[config.mk]
export PLATFORM = sky130hd
export DESIGN_NAME = line_io_bridge
export DESIGN_NICKNAME = d
export VERILOG_FILES = /design/src/rtl/line_io_pkg.sv /design/src/rtl/line_in_chain.sv /design/src/rtl/line_out_chain.sv /design/src/rtl/xfer_gate.sv /design/src/rtl/line_io_bridge.sv
export SDC_FILE = /design/constraint.sdc
export NUM_CORES = 1
export LEC_CHECK = 0
export ABC_AREA = 1
export BUFFER_PORTS_ARGS = -buffer_cell sky130_fd_sc_hd__buf_2
export CORE_UTILIZATION = 62
export CTS_BUF_LIST = sky130_fd_sc_hd__clkbuf_4 sky130_fd_sc_hd__clkbuf_8
export CTS_CLUSTER_DIAMETER = 30
export DETAILED_ROUTE_END_ITERATION = 16
export PLACE_DENSITY = 0.88
export SLEW_MARGIN = 20
export SYNTH_ARGS = -nofsm -noshare
export SYNTH_HDL_FRONTEND = slang
export SYNTH_SLANG_ARGS = --single-unit
export TNS_END_PERCENT = 50
[constraint.sdc]
create_clock -name clk -period 9.4 [get_ports clk]
set_clock_uncertainty 0.2 [all_clocks]
set_input_delay 1.41 -clock clk [delete_from_list [all_inputs] [get_ports clk]]
set_output_delay 1.41 -clock clk [all_outputs]
set_load 0.01 [all_outputs]
[src/rtl/line_io_pkg.sv]
// Shared types for the line-buffered pixel bridge.
package line_io_pkg;

    // State of a stalling array-side command.
    typedef enum logic {
        GATE_IDLE = 1'b0,
        GATE_WAIT = 1'b1
    } gate_state_e;

endpackage

[src/rtl/line_in_chain.sv]
// Input shift chain: collects LANES pixels of PIX_W bits, pixel 0 ending in
// lane 0. Assumes take is only asserted while full; pixels offered while the
// chain is full are dropped.
module line_in_chain #(
    parameter int LANES = 8,
    parameter int PIX_W = 8
) (
    input  logic                     clk,
    input  logic                     rst_n,
    input  logic                     pix_vld,
    input  logic [PIX_W-1:0]         pix,
    input  logic                     take,
    output logic                     full,
    output logic [LANES*PIX_W-1:0]   line
);
    localparam int CW = $clog2(LANES + 1);

    logic [CW-1:0]    fill_cnt;
    logic [PIX_W-1:0] stg [LANES];
    logic             shift_en;

    assign full     = (fill_cnt == CW'(LANES));
    assign shift_en = pix_vld && !full;

    // Fill counter: counts accepted pixels, cleared by a transfer.
    always_ff @(posedge clk) begin
        if (!rst_n)        fill_cnt <= '0;
        else if (take)     fill_cnt <= '0;
        else if (shift_en) fill_cnt <= fill_cnt + CW'(1);
    end

    genvar g;
    generate
        for (g = 0; g < LANES; g++) begin : g_stage
            // Stage register: top lane takes the new pixel, others take the lane above.
            if (g == LANES - 1) begin : g_top
                always_ff @(posedge clk) begin
                    if (!rst_n)        stg[g] <= '0;
                    else if (shift_en) stg[g] <= pix;
                end
            end else begin : g_mid
                always_ff @(posedge clk) begin
                    if (!rst_n)        stg[g] <= '0;
                    else if (shift_en) stg[g] <= stg[g+1];
                end
            end
            assign line[g*PIX_W +: PIX_W] = stg[g];
        end
    endgenerate
endmodule

[src/rtl/line_out_chain.sv]
// Output shift chain: loads LANES pixels in parallel, then presents them
// lane 0 first, advancing on each accepted strobe. Assumes load is only
// asserted while empty.
module line_out_chain #(
    parameter int LANES = 8,
    parameter int PIX_W = 8
) (
    input  logic                     clk,
    input  logic                     rst_n,
    input  logic                     load,
    input  logic [LANES*PIX_W-1:0]   line,
    input  logic                     adv,
    output logic                     vld,
    output logic [PIX_W-1:0]         pix
);
    localparam int CW = $clog2(LANES + 1);

    logic [CW-1:0]    left_cnt;
    logic [PIX_W-1:0] stg [LANES];
    logic             step;

    assign vld  = (left_cnt != '0);
    assign pix  = stg[0];
    assign step = adv && vld;

    // Remaining-pixel counter.
    always_ff @(posedge clk) begin
        if (!rst_n)    left_cnt <= '0;
        else if (load) left_cnt <= CW'(LANES);
        else if (step) left_cnt <= left_cnt - CW'(1);
    end

    genvar g;
    generate
        for (g = 0; g < LANES; g++) begin : g_stage
            // Stage register: parallel load or shift toward lane 0.
            if (g == LANES - 1) begin : g_top
                always_ff @(posedge clk) begin
                    if (!rst_n)    stg[g] <= '0;
                    else if (load) stg[g] <= line[g*PIX_W +: PIX_W];
                    else if (step) stg[g] <= '0;
                end
            end else begin : g_mid
                always_ff @(posedge clk) begin
                    if (!rst_n)    stg[g] <= '0;
                    else if (load) stg[g] <= line[g*PIX_W +: PIX_W];
                    else if (step) stg[g] <= stg[g+1];
                end
            end
        end
    endgenerate
endmodule

[src/rtl/xfer_gate.sv]
// Stalling command gate: a one-cycle req either fires at once when ok is
// high or waits (busy) until ok rises; done pulses the cycle after firing.
module xfer_gate
    import line_io_pkg::*;
(
    input  logic clk,
    input  logic rst_n,
    input  logic req,
    input  logic ok,
    output logic fire,
    output logic busy,
    output logic done
);
    gate_state_e st;

    assign fire = (req || (st == GATE_WAIT)) && ok;
    assign busy = (st == GATE_WAIT);

    // Wait state: entered on an unserved request, left on firing.
    always_ff @(posedge clk) begin
        if (!rst_n)    st <= GATE_IDLE;
        else if (fire) st <= GATE_IDLE;
        else if (req)  st <= GATE_WAIT;
    end

    // Completion pulse.
    always_ff @(posedge clk) begin
        if (!rst_n) done <= 1'b0;
        else        done <= fire;
    end
endmodule

[src/rtl/line_io_bridge.sv]
// Top: serial-to-parallel and parallel-to-serial line bridge between a pixel
// stream and a LANES-wide array. Single clock; pixel strobes act as enables.
module line_io_bridge #(
    parameter int LANES = 8,
    parameter int PIX_W = 8
) (
    input  logic                     clk,
    input  logic                     rst_n,
    input  logic                     in_valid,
    input  logic [PIX_W-1:0]         in_pix,
    output logic                     in_line_ready,
    input  logic                     cmd_load,
    output logic                     load_busy,
    output logic                     load_done,
    output logic [LANES*PIX_W-1:0]   arr_in_line,
    input  logic                     cmd_store,
    input  logic [LANES*PIX_W-1:0]   store_line,
    output logic                     store_busy,
    output logic                     store_done,
    input  logic                     out_ready,
    output logic                     out_valid,
    output logic [PIX_W-1:0]         out_pix
);
    localparam int LW = LANES * PIX_W;

    logic          load_fire;
    logic          store_fire;
    logic [LW-1:0] in_line;

    line_in_chain #(.LANES(LANES), .PIX_W(PIX_W)) u_in (
        .clk(clk), .rst_n(rst_n), .pix_vld(in_valid), .pix(in_pix),
        .take(load_fire), .full(in_line_ready), .line(in_line)
    );

    xfer_gate u_load_gate (
        .clk(clk), .rst_n(rst_n), .req(cmd_load), .ok(in_line_ready),
        .fire(load_fire), .busy(load_busy), .done(load_done)
    );

    // Array-facing line register, written on each load transfer.
    always_ff @(posedge clk) begin
        if (!rst_n)         arr_in_line <= '0;
        else if (load_fire) arr_in_line <= in_line;
    end

    xfer_gate u_store_gate (
        .clk(clk), .rst_n(rst_n), .req(cmd_store), .ok(!out_valid),
        .fire(store_fire), .busy(store_busy), .done(store_done)
    );

    line_out_chain #(.LANES(LANES), .PIX_W(PIX_W)) u_out (
        .clk(clk), .rst_n(rst_n), .load(store_fire), .line(store_line),
        .adv(out_ready), .vld(out_valid), .pix(out_pix)
    );
endmodule

After elaboration in Yosys (flattened, before gate mapping):

Memory sizes are Yosys's and may differ from the RTL's. A register that Yosys moved wholly into a read port is not among the register bits.
Index checks and enable logic that the tools add are counted.
W data, S select, Z words.

* register bits: 76
* bits in writable memories: 128
* input bits: 78
* output and inout bits: 78
* memories: 2

Memory list
* u_in.stg: depth 8, bits a word 8, rd ports 8, clocked after memory_dff 1, write ports 8, line line_in_chain.sv:19 `logic [PIX_W-1:0] stg [LANES];`
* u_out.stg: depth 8, bits a word 8, rd ports 8, clocked after memory_dff 0, write ports 8, line line_out_chain.sv:19 `logic [PIX_W-1:0] stg [LANES];`

* add/subtract/negate cells: 2
* equal/unequal tests: 1
* mux-type cells: 37
* bitwise operators: 25
* reduce and logical (&&, ||, !) cells: 13

Operators by type and width (count)
* $mux W8: 24
* $or A1 B1 Y1: 24
* $mux W1: 11
* $mux W4: 2
* $add A4 B1 Y4 const B: 1
* $eq A4 B4 Y1 const B: 1
* $logic_and A1 B1 Y1: 4
* $reduce_bool A4 Y1: 1
* $reduce_or A2 Y1: 2
* $sub A4 B1 Y4 const B: 1
* $logic_not A1 Y1: 3
* $logic_or A1 B1 Y1: 2
* $reduce_bool A2 Y1: 1
* $not A1 Y1: 1

Logic depth before layout (Yosys ltp):

* depth in word-level cells: 8
* gate-level depth with buffers: 11
* depth with buffers taken out: 9

Cells and area by module:

A second synthesis with hierarchy kept.

* cells, all modules: 969
* area, all modules: 8838.5 um2

Modules (own cells, without submodules)
* line_out_chain: times used 1, cells each 312, area each 3128.0 um2, sequential area each 2001.9 um2
* line_in_chain: times used 1, cells each 235, area each 2881.5 um2, sequential area each 2001.9 um2
* line_io_bridge: times used 1, cells each 406, area each 2673.8 um2, sequential area each 1281.2 um2
* xfer_gate: times used 2, cells each 8, area each 77.6 um2, sequential area each 40.0 um2

Least setup slack after synthesis:

OpenSTA, ideal clock, no wires.

* kind: input -> register
* start: input port rst_n
* end: memory u_in.stg[0][0] (enable)
* setup time: 0.693 ns
* data arrival time: 3.052 ns
* setup slack: 5.455 ns
* cell stages on the path: 4
* path buffers: 3
* cells stage by stage: buf_2 -> buf_2 -> buf_2 -> nand2_1

RTL lines
* start, declared: line line_io_bridge.sv:8 `input logic rst_n,`
* end, declared: line line_in_chain.sv:19

==> results.json <==
{
  "synth_seq_cells": 204,
  "post_cts_buffers": 0,
  "setup_slack_ns": 6.02,
  "finalHoldViolations": 0,
  "ys_seq_area_share_pct": 66.2,
  "yosysWarnings": 0,
  "synth_edf_count": 128,
  "ant_nets": 0,
  "avgSynthCellArea_um2": 10.5,
  "grt_use_total_pct": 21.6,
  "dpl.hpwl_um": 8750,
  "drt-initial-drc-count": 400,
  "synth_cell_types": 28,
  "r2r_slack_ns": 6.82,
  "insertion_delay_ns": 0.48,
  "initial_core_util_pct": 64.0,
  "drive_above_1_share_pct": 32.0,
  "synthArstFlopShare_pct": 0,
  "reg2reg_depth": 8,
  "synth_cells": 775,
  "ios": 156,
  "hold_path_end": "arr_in_line[4]$_SDFFE_PN0P_",
  "utilization_pct": 76.2,
  "cts_tree": "done",
  "antenna_found_initial": 1,
  "gp_congestion": 0.772,
  "cts.path.max_buffers": 3,
  "grt_pass1_wl_um": 22900,
  "design_area_um2": 9650,
  "slew_headroom_pct": 39.2,
  "vias_per_cell": 4.92,
  "drt-total-wl_um": 14600,
  "crit_arrival_ns": 3.51,
  "synth_top_area_share_pct": 47.4,
  "fin_crit_ns": 3.38,
  "placed_area_um2": 8830,
  "startpoint_type": "input port",
  "hold_path.class": "register to register",
  "hold_buffers": 0,
  "area_delta_synth_final_pct": 19.0,
  "numClockSinks": 204,
  "ys.flop_type": "edfxtp_1",
  "hold_start": "u_in.stg[0][4]$_SDFFCE_PN0P_",
  "numCtsBuffers": 37,
  "power_density_nw_per_um2": 251,
  "vias": 5545,
  "power.leakage_nw": 4.47,
  "finalMaxSlewViolations": 0,
  "hold_depth": 2,
  "std_cell_rows": 41,
  "ctsRootBufferMaster": "clkbuf_8",
  "endpoint_kind": "register",
  "status": "finished, final reports clean",
  "core-area_um2": 12700,
  "r2r-start": "u_out.left_cnt[0]$_SDFFE_PP0P_",
  "fmax_mhz": 296,
  "finalNetCount": 1010,
  "h-tree-depth": 2,
  "post-route-period-util_pct": 36.0,
  "wl_per_cell_um": 13.0,
  "die_h_um": 116,
  "tightest_slew_ns": 0.911,
  "synth.cell_area_um2": 8110,
  "vdd_drop_max_uv": 217,
  "drc": 0,
  "synth_top_area_cell": "edfxtp_1",
  "cts.clk_slew.worst_paths_ns": 0.05,
  "grt_max_degree": 65,
  "place_worst_setup_slack_ns": 5.57,
  "grt_overflow": 0,
  "yosys-top-cells-area": "edfxtp_1 47%, dfxtp_1 19%, nand2_1 8.2%",
  "ctsResizeCount": 0,
  "grt_pass1_vias": 5219,
  "worstSetupPathType": "input port to register",
  "required_ns": 9.52,
  "die_w_um": 116,
  "finalSetupViolations": 0,
  "dr.pass1.iters": 4,
  "worstPathMaxFanout": 64,
  "grt_setup_unrepaired": "no",
  "placement.io_buffers": 155,
  "syn_nets": 857,
  "r2r-end": "u_out.stg[0][30]$_DFFE_PP_",
  "tns_ns": 0,
  "cap_violations": 0,
  "dieArea_um2": 13500
}
==> metrics by stage <==
| stage | instances | power, mW | hold WS, ns |
|---|---|---|---|
| 3_3_place_gp | 1061 | 1.54 | 0.215 |
| 5_1_grt | 1126 | 2.54 | 0.255 |
| 3_5_place_dp | 1061 | 1.56 | 0.225 |
| 6_report | 1127 | 2.42 | 0.240 |
| 4_1_cts | 1126 | 2.44 | 0.244 |
| 2_1_floorplan | 775 | 1.49 | 0.212 |
==> cells in the mapped netlist, types with 10 or more instances <==
cell type  count
dfxtp_1       76
nor2_1        76
buf_4         12
o21ai_2       30
nand2_1      177
buf_6         10
a21oi_1       13
inv_1         81
o21ai_0       26
buf_2         19
edfxtp_1     128
nand2_2       31
nand3_1       62
==> logic make-up after synthesis <==
logic type / share of synthesized area, %
AO/OA/AOI/OAI: 5.83
buffers and inverters: 8.12
flip-flops: 66.2
adder cells (fa/ha/maj): 0.617
AND/OR/NAND/NOR: 19.1
XOR/XNOR: 0.108
==> routing by layer <==
metal  vias to the layer above  wire length [µm]  GRT usage [%]
met5                         -                 0              0
met2                       169              7310           36.6
met4                         0               342           9.91
met3                        34               937           5.71
li1                       2809                 -              -
met1                      2533              6020           25.9
==> power by group <==
part	internal [mW]	switching (mW)
logic	0.0950	0.252
registers	1.15	0.0444
clock network	0.544	0.334
==> critical path, cell delays in order <==
cell	delay, ns
buf_2	0.08
buf_4	0.52
nand3_1	0.50
inv_2	0.73
nand2_1	0.12
nand2_1	0.10
==> worst max-delay path by stage <==
| stage | start | end | slack, ns | depth (start not counted) |
|---|---|---|---|---|
| after floorplan | rst_n | u_in.stg[0][0]$_SDFFCE_PN0P_ | 5.45 | 4 |
| after global placement | rst_n | u_out.stg[1][13]$_DFFE_PP_ | 5.63 | 6 |
| after detailed placement | rst_n | u_out.stg[1][17]$_DFFE_PP_ | 5.57 | 6 |
| after global routing | rst_n | u_out.stg[0][0]$_DFFE_PP_ | 5.79 | 6 |
| final | rst_n | u_out.stg[0][30]$_DFFE_PP_ | 6.02 | 6 |
| after CTS | rst_n | u_out.stg[0][24]$_DFFE_PP_ | 6.03 | 6 |
==> placed cells by master (no fill, tap or decap) <==
master	instances
clkbuf_8	47
edfxtp_1	128
or2_2	1
nand3_2	3
nand3_4	1
nand2_1	174
dfxtp_1	76
xor2_1	1
o21ai_2	30
clkinv_4	1
inv_2	9
o21ai_0	26
buf_2	155
nand4_1	4
nor2_2	1
nand2_2	34
buf_4	6
or2_1	1
nand2_4	1
nor3_1	1
nand3_1	61
clkinv_2	3
bufinv_16	2
a21oi_1	13
clkbuf_4	10
clkinv_1	2
nor2_1	76
inv_1	81
a21oi_2	1
diode_2	1
a31oi_1	1
ha_1	4
==> registers in the layout, indices dropped and copies added (netlist names) <==
signal / count
arr_in_line: 64
u_in.stg: 64
u_out.stg: 64
u_in.fill_cnt: 4
u_out.left_cnt: 4
u_load_gate.busy: 1
u_load_gate.done: 1
u_store_gate.busy: 1
u_store_gate.done: 1
==> final cells by class <==
cell class,count,area [µm²]
Timing Repair Buffer,161,821
Clock buffer,57,722
Tap cell,172,215
Sequential cell,204,5370
Antenna cell,1,2.50
Fill cell,854,3020
Clock inverter,8,91.3
Inverter,90,338
Multi-Input combinational cell,434,2100
(Power assumes the default switching activity.)
